`src/rtl/capture_port.sv`:
```
module capture_port #(
  parameter int WIDTH = 8,
  parameter int GROUP = 4,
  localparam int NGROUP = WIDTH / GROUP,
  localparam int MW = 2 * GROUP,
  localparam int AW = $clog2(NGROUP + 1)
) (
  input  logic              clk,
  input  logic              rst,
  input  logic [WIDTH-1:0]  pin_i,
  input  logic [NGROUP-1:0] term_i,
  input  logic              addr_strobe_i,
  input  logic              cfg_we_i,
  input  logic [AW-1:0]     cfg_addr_i,
  input  logic [MW-1:0]     cfg_wdata_i,
  input  logic              host_rd_i,
  output logic [WIDTH-1:0]  host_rdata_o,
  output logic [WIDTH-1:0]  pld_bus_o
);

  logic [2*WIDTH-1:0] mode_q;
  logic [NGROUP-1:0]  src_q, strobe, strobe_q, rise;
  logic [WIDTH-1:0]   store_q, load, lat_m, reg_m;

  always_ff @(posedge clk) begin
    if (rst) begin
      mode_q <= '0;
      src_q  <= '0;
    end else if (cfg_we_i) begin
      for (int g = 0; g < NGROUP; g++)
        if (cfg_addr_i == AW'(g)) mode_q[g*MW +: MW] <= cfg_wdata_i;
      if (cfg_addr_i == AW'(NGROUP)) src_q <= cfg_wdata_i[NGROUP-1:0];
    end
  end

  for (genvar g = 0; g < NGROUP; g++) begin : g_grp
    assign strobe[g] = src_q[g] ? addr_strobe_i : term_i[g];
    assign rise[g]   = strobe[g] & ~strobe_q[g];
  end

  always_ff @(posedge clk) begin
    if (rst) begin
      strobe_q <= '0;
      store_q  <= '0;
    end else begin
      strobe_q <= strobe;
      store_q  <= (store_q & ~load) | (pin_i & load);
    end
  end

  for (genvar i = 0; i < WIDTH; i++) begin : g_bit
    localparam int G = i / GROUP;
    assign lat_m[i] = (mode_q[2*i +: 2] == 2'b01);
    assign reg_m[i] = (mode_q[2*i +: 2] == 2'b10);
    assign load[i]  = (lat_m[i] & strobe[G]) | (reg_m[i] & rise[G]);
    assign pld_bus_o[i] = lat_m[i] ? (strobe[G] ? pin_i[i] : store_q[i])
                        : reg_m[i] ? store_q[i]
                        : pin_i[i];


    pass_follows_pin_chk: assert property (@(posedge clk) disable iff (rst)
      (!lat_m[i] && !reg_m[i]) |-> pld_bus_o[i] == pin_i[i]);

    latch_open_chk: assert property (@(posedge clk) disable iff (rst)
      (lat_m[i] && strobe[G]) |-> pld_bus_o[i] == pin_i[i]);

    latch_hold_chk: assert property (@(posedge clk) disable iff (rst)
      (lat_m[i] && !strobe[G]) |=> (!lat_m[i] || strobe[G] || $stable(pld_bus_o[i])));

    reg_capture_chk: assert property (@(posedge clk) disable iff (rst)
      (reg_m[i] && strobe[G] && !$past(strobe[G]) && !$past(rst))
        |=> (!reg_m[i] || pld_bus_o[i] == $past(pin_i[i])));

    reg_hold_chk: assert property (@(posedge clk) disable iff (rst)
      (reg_m[i] && !(strobe[G] && !$past(strobe[G])) && !$past(rst))
        |=> (!reg_m[i] || $stable(pld_bus_o[i])));
  end

  assign host_rdata_o = host_rd_i ? pld_bus_o : '0;


  readback_chk: assert property (@(posedge clk) disable iff (rst)
    host_rdata_o == (host_rd_i ? pld_bus_o : '0));

  reset_clear_chk: assert property (@(posedge clk)
    $past(rst) |-> (store_q == '0 && mode_q == '0 && src_q == '0));

endmodule

```
`config.mk`:
```
export PLATFORM = sky130hd
export DESIGN_NAME = capture_port
export DESIGN_NICKNAME = d
export VERILOG_FILES = /design/src/rtl/capture_port.sv
export SDC_FILE = /design/constraint.sdc
export NUM_CORES = 1
export LEC_CHECK = 0
export ABC_AREA = 1
export BUFFER_PORTS_ARGS = -buffer_cell sky130_fd_sc_hd__buf_2
export CAP_MARGIN = 20
export CORE_AREA = 3 3 84 86
export CTS_BUF_LIST = sky130_fd_sc_hd__clkbuf_8
export DETAILED_ROUTE_END_ITERATION = 10
export DIE_AREA = 0 0 87 89
export GPL_TIMING_DRIVEN = 0
export PLACE_DENSITY = 0.4
export SLEW_MARGIN = 25
export SYNTH_ARGS = -nofsm -noshare
export SYNTH_HDL_FRONTEND = slang
export SYNTH_SLANG_ARGS = --single-unit
```
`constraint.sdc`:
```
create_clock -name clk -period 1.9 [get_ports clk]
set_input_delay 0.095 -clock clk [delete_from_list [all_inputs] [get_ports clk]]
set_output_delay 0.095 -clock clk [all_outputs]
set_load 0.1 [all_outputs]
```
==> metrics.cfg, run 1 <==
[outcome]
status=finished clean

[floorplan]
chipHeight_um=89
fp.dieW_um=87
io_pins=41
initial_core_util_pct=24.0
rows=29
die_area_sq_um=7740
core_area_sq_um=6350

[finish]
multi_input_area_sq_um=776
final_layout_size_suffix_gt1_share_pct=22.4
syn_to_final_growth_pct=23.5
antennaDiodeCount=0
fin_util_pct=29.7
regArea_sq_um=561
layout.nets=313
fillers=730

[clock_tree]
clk_latency_ps=270
clk_pin_slew_ps=90
cts_buffers=3
postCtsHoldBufs=0
post_cts_buffers=0
cts_buffer_depth=2
cts_tree=done
root_buffer=clkbuf_8
clock_sinks=28
ctsResizeCount=0
htreeDepth=1

[worst_setup_path]
slowest_stage=buf_2
path_class=register to output port
crit_top_cell=nand3_1
worst_ep_arrival_time_ps=1610
worst_ep_required_time_ps=1800
startpoint_type=register
slowest_delay_ps=420
cp_max_fo=6
critPathCaptureType=output port
worstPathCellList=inv_1 -> nand2_2 -> nand3_1 -> nand3_1 -> nand2_1 -> nor2_2 -> buf_2

[yosys]
ys_ff_latch=28
syn_area_per_cell_sq_um=6.28
ys_seq_area_share_pct=36.7
syn_area_sq_um=1530
yosysWarningCount=0
yosysUniqueCellTypes=14
synth_cells=243
syn-num-nets=268

[drt]
vias=1569
first_iter_violations=56
wl_per_cell_um=11.0
first_pass_iters=4
drt_wl_total_um=3980
via_per_inst=4.32
antenna_left=0
drc=0

[power]
p_total_mw=1.49
internal_power_mw=0.875
p_leak_nw=0.928
power.switching_mw=0.618
p_per_area_nw_per_um2=792
seqPwrFrac_pct=42.9
clock_power_share_pct=21.3
peakVddDrop_mv=0.298
p_comb_share_pct=35.8
swShare_pct=41.4

[placement]
hpwl_um=3250
post-place-ws_ps=478
gp_congestion=0.726
port_buffers=40

[timing]
rsz0062_at_grt=false
worst_slew_pin_slew_ps=496
hold_ws_ps=18.8
setup_viol_count_final=0
hold_viol_final=0
final_max_slew_viol_count=0
finalCriticalPeriod_ps=1710
skew_ps=1.32
timing.final.crit_share_pct=89.9
max_slew_margin_pct=66.9
fmax_mhz=585
setup_tns_ps=0
worst_slack_ps=192

[grt]
grt_antenna_before_repair=0
track_usage_pct=10.9
grt_pass1_vias=1464
grt_first_pass_wirelength_um=6650
grt_max_degree=15
grt-ovfl-total=0

[worst_hold_path]
hp-class=input pin to register

[flow_run]
maxCapViolCount=0

[critical path: cells and delay by family (launching register included)]
| family | cells | cell delay, ps |
|---|---|---|
| buf+inv | 2 | 490 |
| flops | 1 | 350 |
| simple gates | 5 | 510 |
[final cells by class]
type                       instances  share of cell area (%)
buffer                             4                    1.86
clock buffer                       3                    2.19
inverter                          47                    9.36
multi-input combinational        164                    41.1
sequential                        28                    29.7
tap                               77                    5.11
timing repair buffer              40                    10.6
[synth_stat cells]
master | instances | area share (%)
inv_2 | 1 | 0.25
buf_4 | 1 | 0.49
buf_6 | 2 | 1.5
nand2_1 | 53 | 13
buf_2 | 1 | 0.33
inv_1 | 46 | 11
nand3_1 | 26 | 8.5
o21ai_0 | 26 | 8.5
a21oi_1 | 29 | 9.5
nand2_4 | 2 | 1.5
nand2_2 | 4 | 1.6
nor2_1 | 22 | 5.4
nand3_2 | 2 | 1.3
dfxtp_1 | 28 | 37
[final timing paths]
check / slack, ps / from / endpoint / depth (start not counted)
worst max register to register: 860 / mode_q[10] / register / 6
worst min-delay path: 20 / rst / strobe_q[1] / 2
worst max-delay path: 190 / src_q[0] / host_rdata_o[0] / 7
worst min register to register: 490 / register / register / 2
[metrics by stage]
stage / cell area, sq um / instances
2_1_floorplan: 1550 / 243
3_3_place_gp: 1840 / 360
3_5_place_dp: 1840 / 360
4_1_cts: 1890 / 363
5_1_grt: 1890 / 363
6_report: 1890 / 363
[logic make-up (layout without fill, tap and decap cells)]
kind of cell           Yosys count  count (layout)  synth area share [%]
AO/OA/AOI/OAI                   55              55                  18.0
buffers and inverters           51              94                  13.9
AND/OR/NAND/NOR                109             109                  31.4
flip-flops                      28              28                  36.7
[per-layer routing]
layer | GRT usage [%] | vias up | routed length [um]
met4 | 3.40 | 0 | 41
met2 | 17.4 | 26 | 1720
li1 | - | 850 | -
met1 | 15.4 | 691 | 2070
met3 | 1.38 | 2 | 149
met5 | 0 | - | 0
[power groups by stage]
stage / clock, mW / combinational [mW] / sequential (mW)
detailed placement: 0 / 0.540 / 0.655
finish: 0.317 / 0.535 / 0.641
CTS: 0.338 / 0.541 / 0.641
floorplan: 0 / 0.436 / 0.650
global placement: 0 / 0.538 / 0.655
global route: 0.363 / 0.581 / 0.647
[placed cells by master, fill, tap and decap left out]
cell type  Yosys  routed
clkbuf_8       0       3
nand2_2        4       4
a21oi_1       29      28
inv_1         46      46
a21oi_2        0       1
nor2_2         0       7
nand3_1       26      26
o21ai_0       26      26
nand2_1       53      53
dfxtp_1       28      28
nand2_4        2       2
nor2_1        22      15
buf_2          1      41
buf_6          2       2
nand3_2        2       2
buf_4          1       1
inv_2          1       1
Power figures use the tool's default switching activity.
==> run 2: changes to the inputs <==
--- a/config.mk
+++ b/config.mk
@@ -6,13 +6,13 @@
 export NUM_CORES = 1
 export LEC_CHECK = 0
 export ABC_AREA = 1
+export ABC_CLOCK_PERIOD_IN_PS = 1800
 export BUFFER_PORTS_ARGS = -buffer_cell sky130_fd_sc_hd__buf_2
 export CAP_MARGIN = 20
 export CORE_AREA = 3 3 84 86
 export CTS_BUF_LIST = sky130_fd_sc_hd__clkbuf_8
 export DETAILED_ROUTE_END_ITERATION = 10
 export DIE_AREA = 0 0 87 89
-export GPL_TIMING_DRIVEN = 0
 export PLACE_DENSITY = 0.4
 export SLEW_MARGIN = 25
 export SYNTH_ARGS = -nofsm -noshare
==> constraint.sdc (replaced) <==
create_clock -name clk -period 1.8 [get_ports clk]
set_input_delay 0.09 -clock clk [delete_from_list [all_inputs] [get_ports clk]]
set_output_delay 0.09 -clock clk [all_outputs]
set_load 0.1 [all_outputs]
==> run 2 against run 1 <==
Effect of this change:
- total power grew 10%
- first-iteration DRC count fell by 8.9%
- combinational power increased by 6.5%
- sequential power grew 5.5%
- via count down 2.2%
- sequential share of layout area decreased by 0.25 points
- cell area increased by 0.86%
- count of clock-buffer cells in the layout up 1
- critical path depth is the same
==> metrics.cfg, run 2 (synthesis results as in run 1) <==
[finish]
layout.nets=310
syn_to_final_growth_pct=24.6
layout.cells.non_filler=361
antennaDiodeCount=0
final_cell_mix=nand2_1, inv_1, a21oi_1, dfxtp_1, buf_2
mostFrequentLayoutCell=nand2_1
final_layout_size_suffix_gt1_share_pct=21.8

[worst_hold_path]
hp-class=input pin to register

[drt]
wl_per_cell_um=10.8
drt_wl_total_um=3910
vias=1535
via_per_inst=4.25
first_iter_violations=51
antenna_left=0
drc=0
first_pass_iters=4

[clock_tree]
cts_buffer_depth=2
cts_tree=done
htreeDepth=1
root_buffer=clkbuf_8
post_cts_buffers=0
cts_buffers=3
clock_sinks=28
clk_pin_slew_ps=100
clk_latency_ps=270

[worst_setup_path]
critPathCaptureType=output port
cp_max_fo=6
path_class=register to output port
startpoint_type=register
worst_ep_arrival_time_ps=1570
worst_ep_required_time_ps=1710

[grt]
grt_pass1_vias=1459
grt_antenna_before_repair=0
track_usage_pct=10.8
grt-ovfl-total=0
grt_first_pass_wirelength_um=6620
grt_max_degree=24

[power]
peakVddDrop_mv=0.321
p_per_area_nw_per_um2=866
p_leak_nw=0.921

[timing]
setup_tns_ps=0
hold_viol_final=0
setup_viol_count_final=0
max_slew_margin_pct=59.8
rsz0062_at_grt=false
fmax_mhz=604
finalCriticalPeriod_ps=1660
final_max_slew_viol_count=0
hold_ws_ps=5.98
timing.final.crit_share_pct=92.0
worst_slew_pin_slew_ps=603
skew_ps=2.92

[floorplan]
chipHeight_um=89
fp.dieW_um=87
initial_core_util_pct=24.0
core_area_sq_um=6350
die_area_sq_um=7740
rows=29
io_pins=41

[placement]
dp_cells=357
hpwl_um=3160
port_buffers=40
gp_congestion=0.747

[flow_run]
maxCapViolCount=0

[outcome]
status=finished clean

## run 2: layout make-up
cell class	instances	area, sq um
Clock buffer	4	55.1
Sequential cell	28	561
Tap cell	77	96.3
Fill cell	726	4450
Multi-Input combinational cell	164	776
Inverter	47	176
Timing Repair Buffer	41	238
## run 2: layer usage
metal,track usage [%],routed length [um]
met5,0,0
met4,2.97,51
met2,18.4,1770
met1,13.8,1950
met3,2.03,140
## run 2: power by group
part / leakage (nW) / switching [mW] / total, mW / internal, mW
combinational: 0.663 / 0.443 / 0.570 / 0.127
clock: 0.0288 / 0.204 / 0.400 / 0.196
sequential: 0.229 / 0.0214 / 0.676 / 0.655
total: 0.921 / 0.668 / 1.65 / 0.978
## run 2: critical path, stage by stage (launching register included)
cell and delay (ps):
dfxtp_1 350, inv_1 60, nand2_2 130, nand3_1 130
nand3_1 80, nand2_1 80, inv_1 50, buf_2 410
## run 2: timing repair
item                       in CTS  in global routing
gates resized for setup         0                 12
hold buffers                    0                  0
setup endpoints to repair       0                 12
## run 2: path summary, 6_finish.rpt
kind / startpoint / to / slack (ps) / cells after the start
max: src_q[0] / pld_bus_o[1] / 140 / 7
min: rst / strobe_q[1] / 6 / 2
max reg2reg: mode_q[0] / register / 760 / 6
min reg2reg: register / register / 490 / 2
## run 2: per-stage QoR
step	instance area (sq um)	power [mW]	utilization, %	setup WS, ps
6_report	1900	1.65	30.0	144
4_1_cts	1870	1.66	29.5	75.7
5_1_grt	1900	1.75	30.0	12.8
3_5_place_dp	1820	1.25	28.6	397
2_1_floorplan	1550	1.15	-	116
3_3_place_gp	1820	1.25	28.6	417
==> run 3: changes to the inputs <==
--- a/config.mk
+++ b/config.mk
@@ -5,15 +5,17 @@
 export SDC_FILE = /design/constraint.sdc
 export NUM_CORES = 1
 export LEC_CHECK = 0
-export ABC_AREA = 1
+export ABC_AREA = 0
 export ABC_CLOCK_PERIOD_IN_PS = 1800
 export BUFFER_PORTS_ARGS = -buffer_cell sky130_fd_sc_hd__buf_2
 export CAP_MARGIN = 20
-export CORE_AREA = 3 3 84 86
+export CELL_PAD_IN_SITES_DETAIL_PLACEMENT = 0
+export CELL_PAD_IN_SITES_GLOBAL_PLACEMENT = 1
+export CORE_AREA = 3 3 89 91
 export CTS_BUF_LIST = sky130_fd_sc_hd__clkbuf_8
 export DETAILED_ROUTE_END_ITERATION = 10
-export DIE_AREA = 0 0 87 89
-export PLACE_DENSITY = 0.4
+export DIE_AREA = 0 0 92 94
+export PLACE_DENSITY = 0.49
 export SLEW_MARGIN = 25
 export SYNTH_ARGS = -nofsm -noshare
 export SYNTH_HDL_FRONTEND = slang
==> run 3 against run 2 <==
Effect of this change:
- the run now ends with setup timing left
- total power increased by 0.61%
- worst setup slack got worse by 160 ps
- largest power group unchanged
- sequential share of layout area decreased by 7.6 points
- cell count decreased by 8.3%
- via count decreased by 7.2%
- clock skew increased by 0.64 ps
- fmax decreased by 8.7%
- cell area increased by 35%
- routed wire length increased by 4.0%
- first-iteration DRC count decreased by 7.8%
- critical path depth decreased by 2
- die area increased by 12%
==> metrics.cfg, run 3 <==
[clock_tree]
clk_latency_ps=270
root_buffer=clkbuf_8
cts_buffer_depth=2
cts_tree=done
clk_pin_slew_ps=100
clock_sinks=28
postCtsHoldBufs=0
cts_buffers=3
htreeDepth=1

[finish]
layout.nets=258
regArea_sq_um=563
fillers=751
stdcell_area_sq_um=2570
final_layout_size_suffix_gt1_share_pct=37.1
layout.cells.non_filler=331
final_cell_mix=mux2i_1, nand2b_1, dfxtp_1, buf_2, nor2_1
multi_input_area_sq_um=1300
antennaDiodeCount=0
mostFrequentLayoutCell=mux2i_1
syn_to_final_growth_pct=51.2

[worst_setup_path]
path_class=register to output port
reg2reg_from=mode_q[11]
cp.depth=5
cpLargestDelayFamily=simple AND/OR/NAND/NOR gates
reg2reg_slack_ps=410
critPathBufInv=2
cp_max_fo=4
slowest_stage=dfxtp_2
startpoint_type=register
worstPathCellList=mux2i_4 -> buf_4 -> and4bb_2 -> nor4b_4 -> buf_12
critPathCaptureType=output port
cp-startpoint=src_q[0]
reg2reg_depth=4
worst_ep_required_time_ps=1710
slowest_delay_ps=350
worst_ep_arrival_time_ps=1720

[placement]
hpwl_um=3120
post_dp_cell_area_sq_um=2430
gp_congestion=0.700
port_buffers=40
dp_cells=326

[power]
internal_power_mw=1.08
p_leak_nw=1.00
p_per_area_nw_per_um2=643
clock_power_share_pct=24.0
p_comb_share_pct=35.8
seqPwrFrac_pct=40.2
power.switching_mw=0.577
peakVddDrop_mv=0.282
p_total_mw=1.66
swShare_pct=34.9

[worst_hold_path]
min-delay-start=cfg_wdata_i[4]
hold_depth=3
hold_path_end=mode_q[12]
hp-class=input pin to register

[floorplan]
die_area_sq_um=8650
chipHeight_um=94
io_pins=41
rows=31
fp.dieW_um=92
core_area_sq_um=7210
initial_core_util_pct=23.6

[timing]
finalCriticalPeriod_ps=1810
timing.final.crit_share_pct=101
final_max_slew_viol_count=0
hold_viol_final=0
rsz0062_at_grt=true
skew_ps=3.56
worst_slack_ps=-13.8
fmax_mhz=551
setup_viol_count_final=1
hold_ws_ps=67.0
max_slew_margin_pct=60.9
worst_slew_pin_slew_ps=587

[yosys]
async_reset_ff_share_pct=0
syn-num-nets=211
synthTopCellsByArea=dfxtp_1, mux2i_1, nand2b_1, nor2_1, nor4b_2
ys_ff_latch=28
syn_area_per_cell_sq_um=9.16
yosysWarningCount=0
synth.most_common_cell=mux2i_1
syn_area_sq_um=1700
yosysUniqueCellTypes=33
yosysTopAreaCell=dfxtp_1
synth_top_area_share_pct=32.9
synth_top_flop_cell=dfxtp_1
synth_edf_count=0
synth_cells=186
ys_seq_area_share_pct=32.9
yosys-top-cells-count=mux2i_1, dfxtp_1, nand2b_1

[grt]
grt_antenna_before_repair=0
track_usage_pct=9.80
grt-ovfl-total=0
grt_pass1_vias=1454
grt_first_pass_wirelength_um=6850
grt_max_degree=37

[drt]
vias=1425
first_iter_violations=47
wl_per_cell_um=12.3
drt_wl_total_um=4070
drc=0
first_pass_iters=4
via_per_inst=4.31
antenna_left=0

[outcome]
status=finished with violations
failed_checks=setup timing

[flow_run]
maxCapViolCount=0

run 3: cell types whose count changed after synthesis, sizes merged, moves of 4 or more:
cell,before,now
a21oi,29,13
nand3,28,0
nor4b,0,5
nor3,0,5
mux2i,0,31
nor2b,0,7
nand2b,0,27
or3b,0,6
nand2,59,5
a211oi,0,5
and4bb,0,4
o21ai,26,0
inv,47,5
run 3: per-stage QoR:
stage,util (%),worst slack (ps),setup TNS [ps]
final,35.7,-13.8,-13.8
after global routing,35.7,-83.5,-457
after CTS,35.4,-42.3,-82.9
after detailed placement,33.7,150,0
after global placement,33.7,188,0
after floorplan,-,-249,-1160
run 3: routing by layer:
layer  wire (um)  global-route usage (%)  part of all wire [%]  up-vias
li1            -                       -                     -      743
met1        2010                    13.1                    49      656
met2        1910                    16.7                    47       24
met3         134                    1.68                   3.3        2
met4          17                    1.86                  0.42        0
met5           0                       0                     0        -
run 3: tightest hold or removal path, delay by kind of cell:
kind / cells / cell delay [ps]
and+or+nand+nor: 1 / 70
muxes: 1 / 60
buffers and inverters: 1 / 90
run 3: how the worst max path moves through the flow:
| stage | endpoint | slack, ps |
|---|---|---|
| 5_1_grt | host_rdata_o[2] | -80 |
| 6_report | host_rdata_o[0] | -10 |
| 3_3_place_gp | pld_bus_o[5] | 190 |
| 4_1_cts | host_rdata_o[0] | -40 |
| 3_5_place_dp | pld_bus_o[5] | 150 |
| 2_1_floorplan | host_rdata_o[5] | -250 |
run 3: final cells by class:
cell class	instances	area share, %
Sequential cell	28	21.9
Timing Repair Buffer	51	20.0
Inverter	5	0.729
Clock buffer	4	2.14
Multi-Input combinational cell	144	50.5
Tap cell	99	4.81
run 3: power groups by stage:
stage               Clock, mW  Combinational [mW]  Sequential [mW]
floorplan                   0               0.387            0.671
global placement            0               0.572            0.679
detailed placement          0               0.571            0.679
CTS                     0.420               0.593            0.666
global route            0.443               0.623            0.670
finish                  0.397               0.594            0.665
run 3: cell families (layout without fill, tap and decap cells):
kind of cell	Yosys count	count (layout)	synth area share, %
simple gates	88	88	34.1
mux	33	33	19.8
flops	28	28	32.9
compound gates	23	23	9.11
buf+inv	14	60	4.11
run 3: timing repair:
| action | 4_1_cts | 5_1_grt |
|---|---|---|
| setup buffers | 2 | 0 |
| endpoints found under the hold margin | 0 | 0 |
| resized for setup | 11 | 5 |
| pin swaps | 8 | 6 |
| endpoints found under the setup margin | 11 | 10 |
